## src/rtl/exe_pkg.sv

```systemverilog
package exe_pkg;
  typedef enum logic [1:0] {
    OPC_MOV = 2'd0,
    OPC_ADD = 2'd1,
    OPC_BRZ = 2'd2,
    OPC_RSV = 2'd3
  } opc_e;
endpackage

```

## src/rtl/exe_fwd_unit.sv

```systemverilog
module exe_fwd_unit #(
  parameter int DATA_W = 16,
  parameter int REG_AW = 3,
  parameter int NSRC   = 2
) (
  input  logic                          clk_i,
  input  logic                          rst_ni,
  input  logic                          upd_i,
  input  logic [REG_AW-1:0]             upd_rd_i,
  input  logic [DATA_W-1:0]             upd_val_i,
  input  logic                          clr_i,
  input  logic [NSRC-1:0][REG_AW-1:0]   src_idx_i,
  input  logic [NSRC-1:0][DATA_W-1:0]   src_val_i,
  output logic [NSRC-1:0][DATA_W-1:0]   src_val_o
);
  logic              ent_v_q;
  logic [REG_AW-1:0] ent_rd_q;
  logic [DATA_W-1:0] ent_val_q;

  always_ff @(posedge clk_i or negedge rst_ni) begin
    if (!rst_ni) begin
      ent_v_q   <= 1'b0;
      ent_rd_q  <= '0;
      ent_val_q <= '0;
    end else if (clr_i) begin
      ent_v_q   <= 1'b0;
    end else if (upd_i) begin
      ent_v_q   <= 1'b1;
      ent_rd_q  <= upd_rd_i;
      ent_val_q <= upd_val_i;
    end
  end

  for (genvar g = 0; g < NSRC; g++) begin : g_src
    logic hit;
    assign hit          = ent_v_q && (src_idx_i[g] == ent_rd_q);
    assign src_val_o[g] = hit ? ent_val_q : src_val_i[g];
  end
endmodule

```

## src/rtl/exe_alu.sv

```systemverilog
module exe_alu
  import exe_pkg::*;
#(
  parameter int DATA_W = 16
) (
  input  opc_e              opc_i,
  input  logic [DATA_W-1:0] a_i,
  input  logic [DATA_W-1:0] b_i,
  input  logic [DATA_W-1:0] imm_i,
  output logic              wr_o,
  output logic              taken_o,
  output logic [DATA_W-1:0] res_o
);
  always_comb begin
    wr_o    = 1'b0;
    taken_o = 1'b0;
    res_o   = '0;
    unique case (opc_i)
      OPC_MOV: begin wr_o = 1'b1; res_o = imm_i;     end
      OPC_ADD: begin wr_o = 1'b1; res_o = a_i + b_i; end
      OPC_BRZ: taken_o = (a_i == '0);
      default: ;
    endcase
  end
endmodule

```

## src/rtl/exe_out_reg.sv

```systemverilog
module exe_out_reg #(
  parameter int DATA_W = 16,
  parameter int REG_AW = 3
) (
  input  logic              clk_i,
  input  logic              rst_ni,
  input  logic              fire_i,
  input  logic              wr_i,
  input  logic [REG_AW-1:0] rd_i,
  input  logic [DATA_W-1:0] data_i,
  input  logic              out_ready_i,
  output logic              accept_o,
  output logic              out_valid_o,
  output logic [REG_AW-1:0] out_rd_o,
  output logic [DATA_W-1:0] out_data_o
);
  logic v_q;

  assign accept_o    = !v_q || out_ready_i;
  assign out_valid_o = v_q;

  always_ff @(posedge clk_i or negedge rst_ni) begin
    if (!rst_ni) begin
      v_q        <= 1'b0;
      out_rd_o   <= '0;
      out_data_o <= '0;
    end else if (fire_i) begin
      v_q <= wr_i;
      if (wr_i) begin
        out_rd_o   <= rd_i;
        out_data_o <= data_i;
      end
    end else if (out_ready_i) begin
      v_q <= 1'b0;
    end
  end
endmodule

```

## src/rtl/exe_stage.sv

```systemverilog
module exe_stage
  import exe_pkg::*;
#(
  parameter int DATA_W = 16,
  parameter int REG_AW = 3,
  parameter int PC_W   = 8
) (
  input  logic              clk_i,
  input  logic              rst_ni,
  input  logic              in_valid_i,
  output logic              in_ready_o,
  input  logic [1:0]        op_i,
  input  logic [REG_AW-1:0] rd_i,
  input  logic [REG_AW-1:0] rs1_i,
  input  logic [REG_AW-1:0] rs2_i,
  input  logic [DATA_W-1:0] opa_i,
  input  logic [DATA_W-1:0] opb_i,
  input  logic [DATA_W-1:0] imm_i,
  input  logic [PC_W-1:0]   target_i,
  output logic              out_valid_o,
  input  logic              out_ready_i,
  output logic [REG_AW-1:0] out_rd_o,
  output logic [DATA_W-1:0] out_data_o,
  output logic              flush_o,
  output logic [PC_W-1:0]   redirect_pc_o
);
  localparam int NSRC = 2;

  logic                        fire, wr, taken;
  logic [DATA_W-1:0]           res;
  logic [NSRC-1:0][REG_AW-1:0] src_idx;
  logic [NSRC-1:0][DATA_W-1:0] src_raw, src_eff;

  assign src_idx = {rs2_i, rs1_i};
  assign src_raw = {opb_i, opa_i};
  assign fire    = in_valid_i && in_ready_o;

  exe_fwd_unit #(.DATA_W(DATA_W), .REG_AW(REG_AW), .NSRC(NSRC)) u_fwd (
    .clk_i     (clk_i),
    .rst_ni    (rst_ni),
    .upd_i     (fire && wr),
    .upd_rd_i  (rd_i),
    .upd_val_i (res),
    .clr_i     (flush_o),
    .src_idx_i (src_idx),
    .src_val_i (src_raw),
    .src_val_o (src_eff)
  );

  exe_alu #(.DATA_W(DATA_W)) u_alu (
    .opc_i   (opc_e'(op_i)),
    .a_i     (src_eff[0]),
    .b_i     (src_eff[1]),
    .imm_i   (imm_i),
    .wr_o    (wr),
    .taken_o (taken),
    .res_o   (res)
  );

  exe_out_reg #(.DATA_W(DATA_W), .REG_AW(REG_AW)) u_out (
    .clk_i       (clk_i),
    .rst_ni      (rst_ni),
    .fire_i      (fire),
    .wr_i        (wr),
    .rd_i        (rd_i),
    .data_i      (res),
    .out_ready_i (out_ready_i),
    .accept_o    (in_ready_o),
    .out_valid_o (out_valid_o),
    .out_rd_o    (out_rd_o),
    .out_data_o  (out_data_o)
  );

  // Same-cycle flush so upstream kills younger work before it advances.
  assign flush_o       = fire && taken;
  assign redirect_pc_o = flush_o ? target_i : '0;
endmodule

```

## config.mk

```make
export PLATFORM = sky130hd
export DESIGN_NAME = exe_stage
export DESIGN_NICKNAME = d
export VERILOG_FILES = /design/src/rtl/exe_pkg.sv /design/src/rtl/exe_fwd_unit.sv /design/src/rtl/exe_alu.sv /design/src/rtl/exe_out_reg.sv /design/src/rtl/exe_stage.sv
export SDC_FILE = /design/constraint.sdc
export NUM_CORES = 1
export LEC_CHECK = 0
export ABC_AREA = 1
export BUFFER_PORTS_ARGS = -buffer_cell sky130_fd_sc_hd__buf_4
export CAP_MARGIN = 20
export CORE_ASPECT_RATIO = 0.8
export CORE_UTILIZATION = 52
export CTS_CLUSTER_SIZE = 12
export DETAILED_ROUTE_END_ITERATION = 8
export GPL_ROUTABILITY_DRIVEN = 0
export GPL_TIMING_DRIVEN = 0
export HOLD_SLACK_MARGIN = 0.05
export PLACE_DENSITY = 0.81
export SLEW_MARGIN = 10
export SYNTH_ARGS = -nofsm -noshare
export SYNTH_HDL_FRONTEND = slang
export SYNTH_SLANG_ARGS = --single-unit
```

## constraint.sdc

```tcl
create_clock -name clk_i -period 3.62 [get_ports clk_i]
set_clock_uncertainty 0.05 [all_clocks]
set_input_delay 0.362 -clock clk_i [delete_from_list [all_inputs] [get_ports clk_i]]
set_output_delay 0.362 -clock clk_i [all_outputs]
set_load 0.01 [all_outputs]
```

---- Yosys cells after proc, flatten, opt, wreduce, memory -nomap -nowiden ----
Index checks and enable logic that the tools add are counted.
word-level totals
  flip-flop bits (word level) ............. 40
  output and inout port bits .............. 30
operators by class
  $add $sub $neg .......................... 1
  equality and inequality tests ........... 4
  mux-type cells .......................... 10
  bitwise operators ....................... 1
  reductions and logical operators ........ 14
operator list
  kind                count
  $mux 16             2
  $pmux 16 s2         1
  $add 16x16->16      1
  $logic_not 16->1    1
  $mux 8              1
  $eq 3x3->1          2
  $mux 1              6
  $logic_and 1x1->1   5
  $reduce_and 2->1    2
  $reduce_bool 2->1   2
  $eq 2x1->1 const B  1
  $eq 2x2->1 const B  1
  $logic_not 2->1     1
  $reduce_or 2->1     1
  $logic_not 1->1     1
  $logic_or 1x1->1    1
  $not 1->1           1

---- Longest topological paths before layout ----
  depth after elaboration ................. 8
  depth in mapped cells ................... 23
  depth with buffers taken out ............ 22

---- Modules after synthesis ----
A second synthesis with hierarchy kept.
second synthesis, totals
  cell total of the unflattened synthesis .. 558
  area, all modules ....................... 3,462.1 um^2
by module, submodules not included
  module        instances  cells each  area an instance (um^2)  sequential area each (um^2)
  exe_fwd_unit  1          216         1,425.1                  500.5
  exe_alu       1          231         1,137.3                  0.0
  exe_out_reg   1          89          803.3                    500.5
  exe_stage     1          22          96.3                     0.0

---- Worst setup path before layout ----
OpenSTA, ideal clock, no wires.
  path type ............................... flip-flop to flip-flop
  from .................................... register u_fwd.ent_rd_q[1]
  to ...................................... register u_fwd.ent_val_q[14]
  library setup time ...................... 0.118 ns
  arrival time ............................ 2.589 ns
  data required time ...................... 3.452 ns
  path slack .............................. 0.862 ns
  cell stages (with the launch flop) ...... 21
  buffers on the path ..................... 1
  cells stage by stage .................... dfrtp_1 > nand2_1 > nand2_1 > nor2_1 > nand2_1 > clkbuf_1 > o21ai_0 > inv_1 > fa_1 > inv_1 > nand3_1 > nand2_1 > nand2_1 > nand2_1 > nand3b_1 > nand2_1 > nand2_1 > nand3_1 > nand2_1 > nand2_1 > nand2_1
between the ends
  word-level cells in the longest chain between the ends .. 8
  elaborated cells between the ends (all ways) .. 13
RTL lines
  what                                                    line                RTL
  start, declared                                         exe_fwd_unit.sv:17  logic [REG_AW-1:0] ent_rd_q;
  start signal, assigned                                  exe_fwd_unit.sv:29  ent_rd_q <= upd_rd_i;
  branches (longest 8 deep; another with $add 16x16->16)  n/a
  end signal, assigned                                    exe_fwd_unit.sv:30  ent_val_q <= upd_val_i;
  end, declared                                           exe_fwd_unit.sv:18  logic [DATA_W-1:0] ent_val_q;
Several ways; the timed one is not identified.
A chain may end at the register's enable or synchronous reset.

---- Worst setup path in the final report ----
  from .................................... register u_fwd.ent_rd_q[1]
  to ...................................... register u_out.out_data_o[14]
between the ends
  word-level cells in the longest chain between the ends .. 5
  elaborated cells between the ends (all ways) .. 8
RTL lines
  what                  line                RTL
  $eq 3x3->1            exe_fwd_unit.sv:36  assign hit = ent_v_q && (src_idx_i[g] == ent_rd_q);
  $logic_and 1x1->1     exe_fwd_unit.sv:36
  $mux 16               exe_fwd_unit.sv:37  assign src_val_o[g] = hit ? ent_val_q : src_val_i[g];
  $add 16x16->16 (*)    exe_alu.sv:20       OPC_ADD: begin wr_o = 1'b1; res_o = a_i + b_i; end
  $pmux 16 s2 (*)       exe_alu.sv:18       unique case (opc_i)
  end signal, assigned  exe_out_reg.sv:31   out_data_o <= data_i;
  end, declared         exe_out_reg.sv:15   output logic [DATA_W-1:0] out_data_o
Every way passes the cells marked *; elsewhere a longest branch is shown, timed or not.

==> results.md <==
- The root buffer cell chosen for the clock tree is clkbuf_8.
- The worst-path maximum fanout is 10.
- After the last flow step, the layout net total stands at 699.
- For this run, the leading register cell type out of synthesis is dfrtp_1.
- The number of vias after detailed routing is 3,718.
- The number of nets in the synthesized netlist is 591.
- Along the worst hold path, the cell count comes to 3.
- The pin count of the biggest net entering global routing is 41.
- In the layout the commonest cells are 214 x nand2_1, 100 x buf_4, 62 x inv_1.
- The H-tree generated during clock tree synthesis spans 2 levels.
- The number of buffers inserted by post-CTS setup repair is 0.
- In this run the static leakage power is 2.45 nW.
- The TritonCTS sink count is 40.
- The largest individual stage delay along the critical path comes from the cell dfrtp_1.
- The time the final worst path needs with I/O delays and setup is between 3 and 4 ns.
- The detailed-route vias per instance is 5.37.
- The final total negative setup slack is 0 ns.
- The relative area change from synthesis to final layout is 29.0%.
- The cell with the most instances on the worst path is nand2_1.
- The endpoint of the worst hold path is u_out.out_rd_o[0]$_DFFE_PN0P_.
- The die covers 0.00660 mm2.
- With fillers left out, the area of the finished cells amounts to between 0.004 and 0.005 mm2.
- The number of buffers added by the clock tree synthesis step is 5.
- The diode insertion count for antenna repair is 0.
- The number of DRC violations after detailed-routing iteration 0 is around 320.
- The number of synthesized register bits is 40.
- The via count of the first global-routing pass is approximately 3,400.
- After clock tree synthesis, the clock-pin slew on the worst setup and hold paths is 0.07 ns.
- The cell taking the most area after synthesis is dfrtp_1.
- The worst path uses 91.7% of the clock period.
- Setup repair after global routing left no endpoint under its margin.
- The worst register-to-register path has a setup slack of 0.30 ns.
- The sequential cell area fraction in the yosys report is 30.7%.
- The max-slew violation count came to 0.
- The relative slew slack is 42.7%.
- The setup-violating endpoint count in the final report is 0.
- In this run, distinct cell masters in the synthesized netlist total 32.
- The clock tree from TritonCTS is done.
- The longest clock path from root to sink contains 2 buffers.
- The core area is 0.00597 mm2.
- In this run the critical register-to-register path is launched from u_fwd.ent_rd_q[1]$_DFFE_PN0P_.
- The number of placement rows is 25.
- Summed over all layers, the global routing overflow is 0.
- The area share of the leading cell type in the synthesized netlist is 30.7%.
- The run finished with clean final reports.
- After legalization and detailed placement, the total HPWL measured 8030 um.
- The die width is 90.6 um.
- Per report_power, the sequential group accounts for 33.8% of the total.
- The startpoint type of the worst setup path is a register.
- Net switching is 42.7% of the power.
- The reported max-cap violation count is 0.
- The first-pass detailed-route iteration total is 6.
- The required arrival time at the worst endpoint is 3.75 ns.
- Combinational cells account for 50.3% of the total power.
- The power density over cell area is 417 mW/mm2.
- The number of antenna violations at the first check in global routing is 0.
- The largest single stage delay on the critical path is between 0.4 and 0.5 ns.
- The mean routed wirelength per cell is 14.6 um.
- The mapped cell area is 0.00326 mm2.
- The number of input and output port buffers inserted is 100.
- The global-route wire length before repair is about 16,000 um.
- Yosys mapped a number of flops with a built-in enable equal to 0.
- The category of the most critical setup path is register to register.
- In this run the critical register-to-register path is captured at u_out.out_data_o[14]$_DFFE_PN0P_.
- The count of synthesis-stage warnings from yosys is 0.
- Cell internal power was estimated by the tool at 1.00 mW.
- Summed over all nets, the switching power comes to 0.750 mW.
- The residual antenna-violating net count after detailed routing is 0.
- Sorting the synthesized cells by area gives the leading types as dfrtp_1 31%, nand2_1 25%, inv_1 7.1%, ha_1 5.8%, o21ai_0 5.1%.
- The final number of hold-violating endpoints is 0.
- The total placed cells including tap cells is 685.
- The fraction of registers with async set/reset is 100%.
- Once layout is complete, the cells apart from fillers number 693.
- Across the VDD grid, the largest voltage drop is 0.255 mV.
- The critical path goes through nand2_1, nand2_1, nor2_1, nand2_2, clkbuf_2, o21ai_0, ha_1, inv_1, fa_1, inv_1, nand3_1, nand2_1, nand2_1, nand2_1, nand3b_1, nand2_1, nand2_1, nand3_1, nand2_1, nand2_1, nand2_1.
- The clock insertion delay at the later pin of the skew report is 0.29 ns.
- The critical path starts at u_fwd.ent_rd_q[1]$_DFFE_PN0P_.
- STA classifies the critical path endpoint as a register.
- The overall routing resource usage is 31.3%.
- The synthesized area per cell is about 6.5 um2.
- The path type of the worst min-delay path is input pin to register.
- The gate count of the mapped netlist is 504.
- Derived from the worst setup path, the maximum achievable clock frequency is 0.301 GHz.
- The vertical extent of the die is 72.8 um.
- After detailed routing, the number of remaining DRC violations is 0.
- The slew of the pin with the lowest slew margin is 0.856 ns.
- The start point of the worst hold path is rd_i[0].
- The placed instances occupy a cell area of 0.00411 mm2.
- The effective utilization at floorplan is 54.6%.
- For this block, the routed nets add up to just over 10,000 um of wire.
- The ratio of cells with drive above 1 in the final layout is 23.9%.
- Counting cells, the worst reg-to-reg path comes to 21.
- Data arrives at the worst endpoint at ~3.5 ns.
- The number of top-level pins is between 100 and 150.
- Per report_power, the clock group accounts for approximately 16% of the total.
- The most frequent standard cell in the layout excluding fill and tap cells is nand2_1.
## final cells by class
cell class                      count  area (um2)
Multi-Input combinational cell    387        1960
Inverter                           66         248
Buffer                             11        58.8
Fill cell                         511        1770
Clock inverter                      1        5.00
Timing Repair Buffer              101         761
Clock buffer                        6        72.6
Sequential cell                    40        1000
Tap cell                           81         101
## Yosys cell counts, types with 3 or more instances
cell type  number
a21oi_1        16
inv_1          62
nand2_1       215
o21ai_0        33
nand3_1        25
nor3_2          8
nand4_1         4
o21ai_2         3
clkbuf_1        9
nor2_2          4
o21ai_1         4
mux2_2          6
dfrtp_1        40
inv_2           4
ha_1           15
nor2_1         31
nand3b_1        3
## critical path, delay by kind of cell, from the launching register on
| kind | cells | cell delay [ns] |
|---|---|---|
| AO/OA/AOI/OAI | 1 | 0.18 |
| buffers and inverters | 3 | 0.39 |
| adder cells (fa/ha/maj) | 2 | 0.60 |
| flip-flops | 1 | 0.43 |
| AND/OR/NAND/NOR | 15 | 1.53 |
## power groups by stage
stage	Combinational, mW	Clock [mW]	Sequential [mW]
floorplan	0.540	0	0.606
global placement	0.828	0	0.595
detailed placement	0.853	0	0.597
CTS	0.860	0.281	0.590
global route	0.974	0.298	0.603
finish	0.882	0.280	0.592
## logic make-up after synthesis
family	share of synthesized area, %
AND/OR/NAND/NOR	40.1
flip-flops	30.7
buffers and inverters	9.32
adder cells (fa/ha/maj)	6.37
AO/OA/AOI/OAI	10.9
multiplexers	2.07
XOR/XNOR	0.537
## flip-flops by register name, summed over array words and instances, names as in the netlist
name	count
u_out.out_data_o	16
u_fwd.ent_rd_q	3
u_out.out_rd_o	3
u_fwd.ent_v_q	1
u_out.out_valid_o	1
u_fwd.ent_val_q	16
## stage by stage
stage / setup slack (ns) / utilization, % / hold slack [ns] / power [mW]
global route: 0.00266 / 70.5 / 0.248 / 1.87
global placement: 0.202 / 68.9 / 0.314 / 1.42
finish: 0.301 / 70.5 / 0.243 / 1.75
detailed placement: 0.166 / 68.9 / 0.316 / 1.45
floorplan: 0.862 / - / 0.0164 / 1.15
CTS: 0.176 / 70.3 / 0.241 / 1.73
## layer usage
layer | global-route usage, % | up-vias | routed length (um) | part of all wire, %
met4 | 10.6 | 0 | 264 | 2.6
met3 | 6.25 | 26 | 983 | 9.7
met5 | 0 | - | 0 | 0
li1 | - | 1800 | - | -
met2 | 50.5 | 207 | 4460 | 44
met1 | 42.5 | 1685 | 4440 | 44
## worst max-delay path by stage
stage                                  endpoint  slack [ns]
2_1_floorplan   u_fwd.ent_val_q[14]$_DFFE_PN0P_        0.86
3_3_place_gp   u_out.out_data_o[14]$_DFFE_PN0P_        0.20
3_5_place_dp   u_out.out_data_o[14]$_DFFE_PN0P_        0.17
4_1_cts        u_out.out_data_o[14]$_DFFE_PN0P_        0.18
5_1_grt        u_out.out_data_o[14]$_DFFE_PN0P_       0.003
6_report       u_out.out_data_o[14]$_DFFE_PN0P_        0.30
## repair_timing
| item | CTS | global route |
|---|---|---|
| setup endpoints to repair | 0 | 10 |
| gates resized for setup | 0 | 7 |
| hold buffers | 1 | 0 |
| endpoints found under the hold margin | 40 | 0 |
Note: power is estimated with default switching activity, not from simulation.
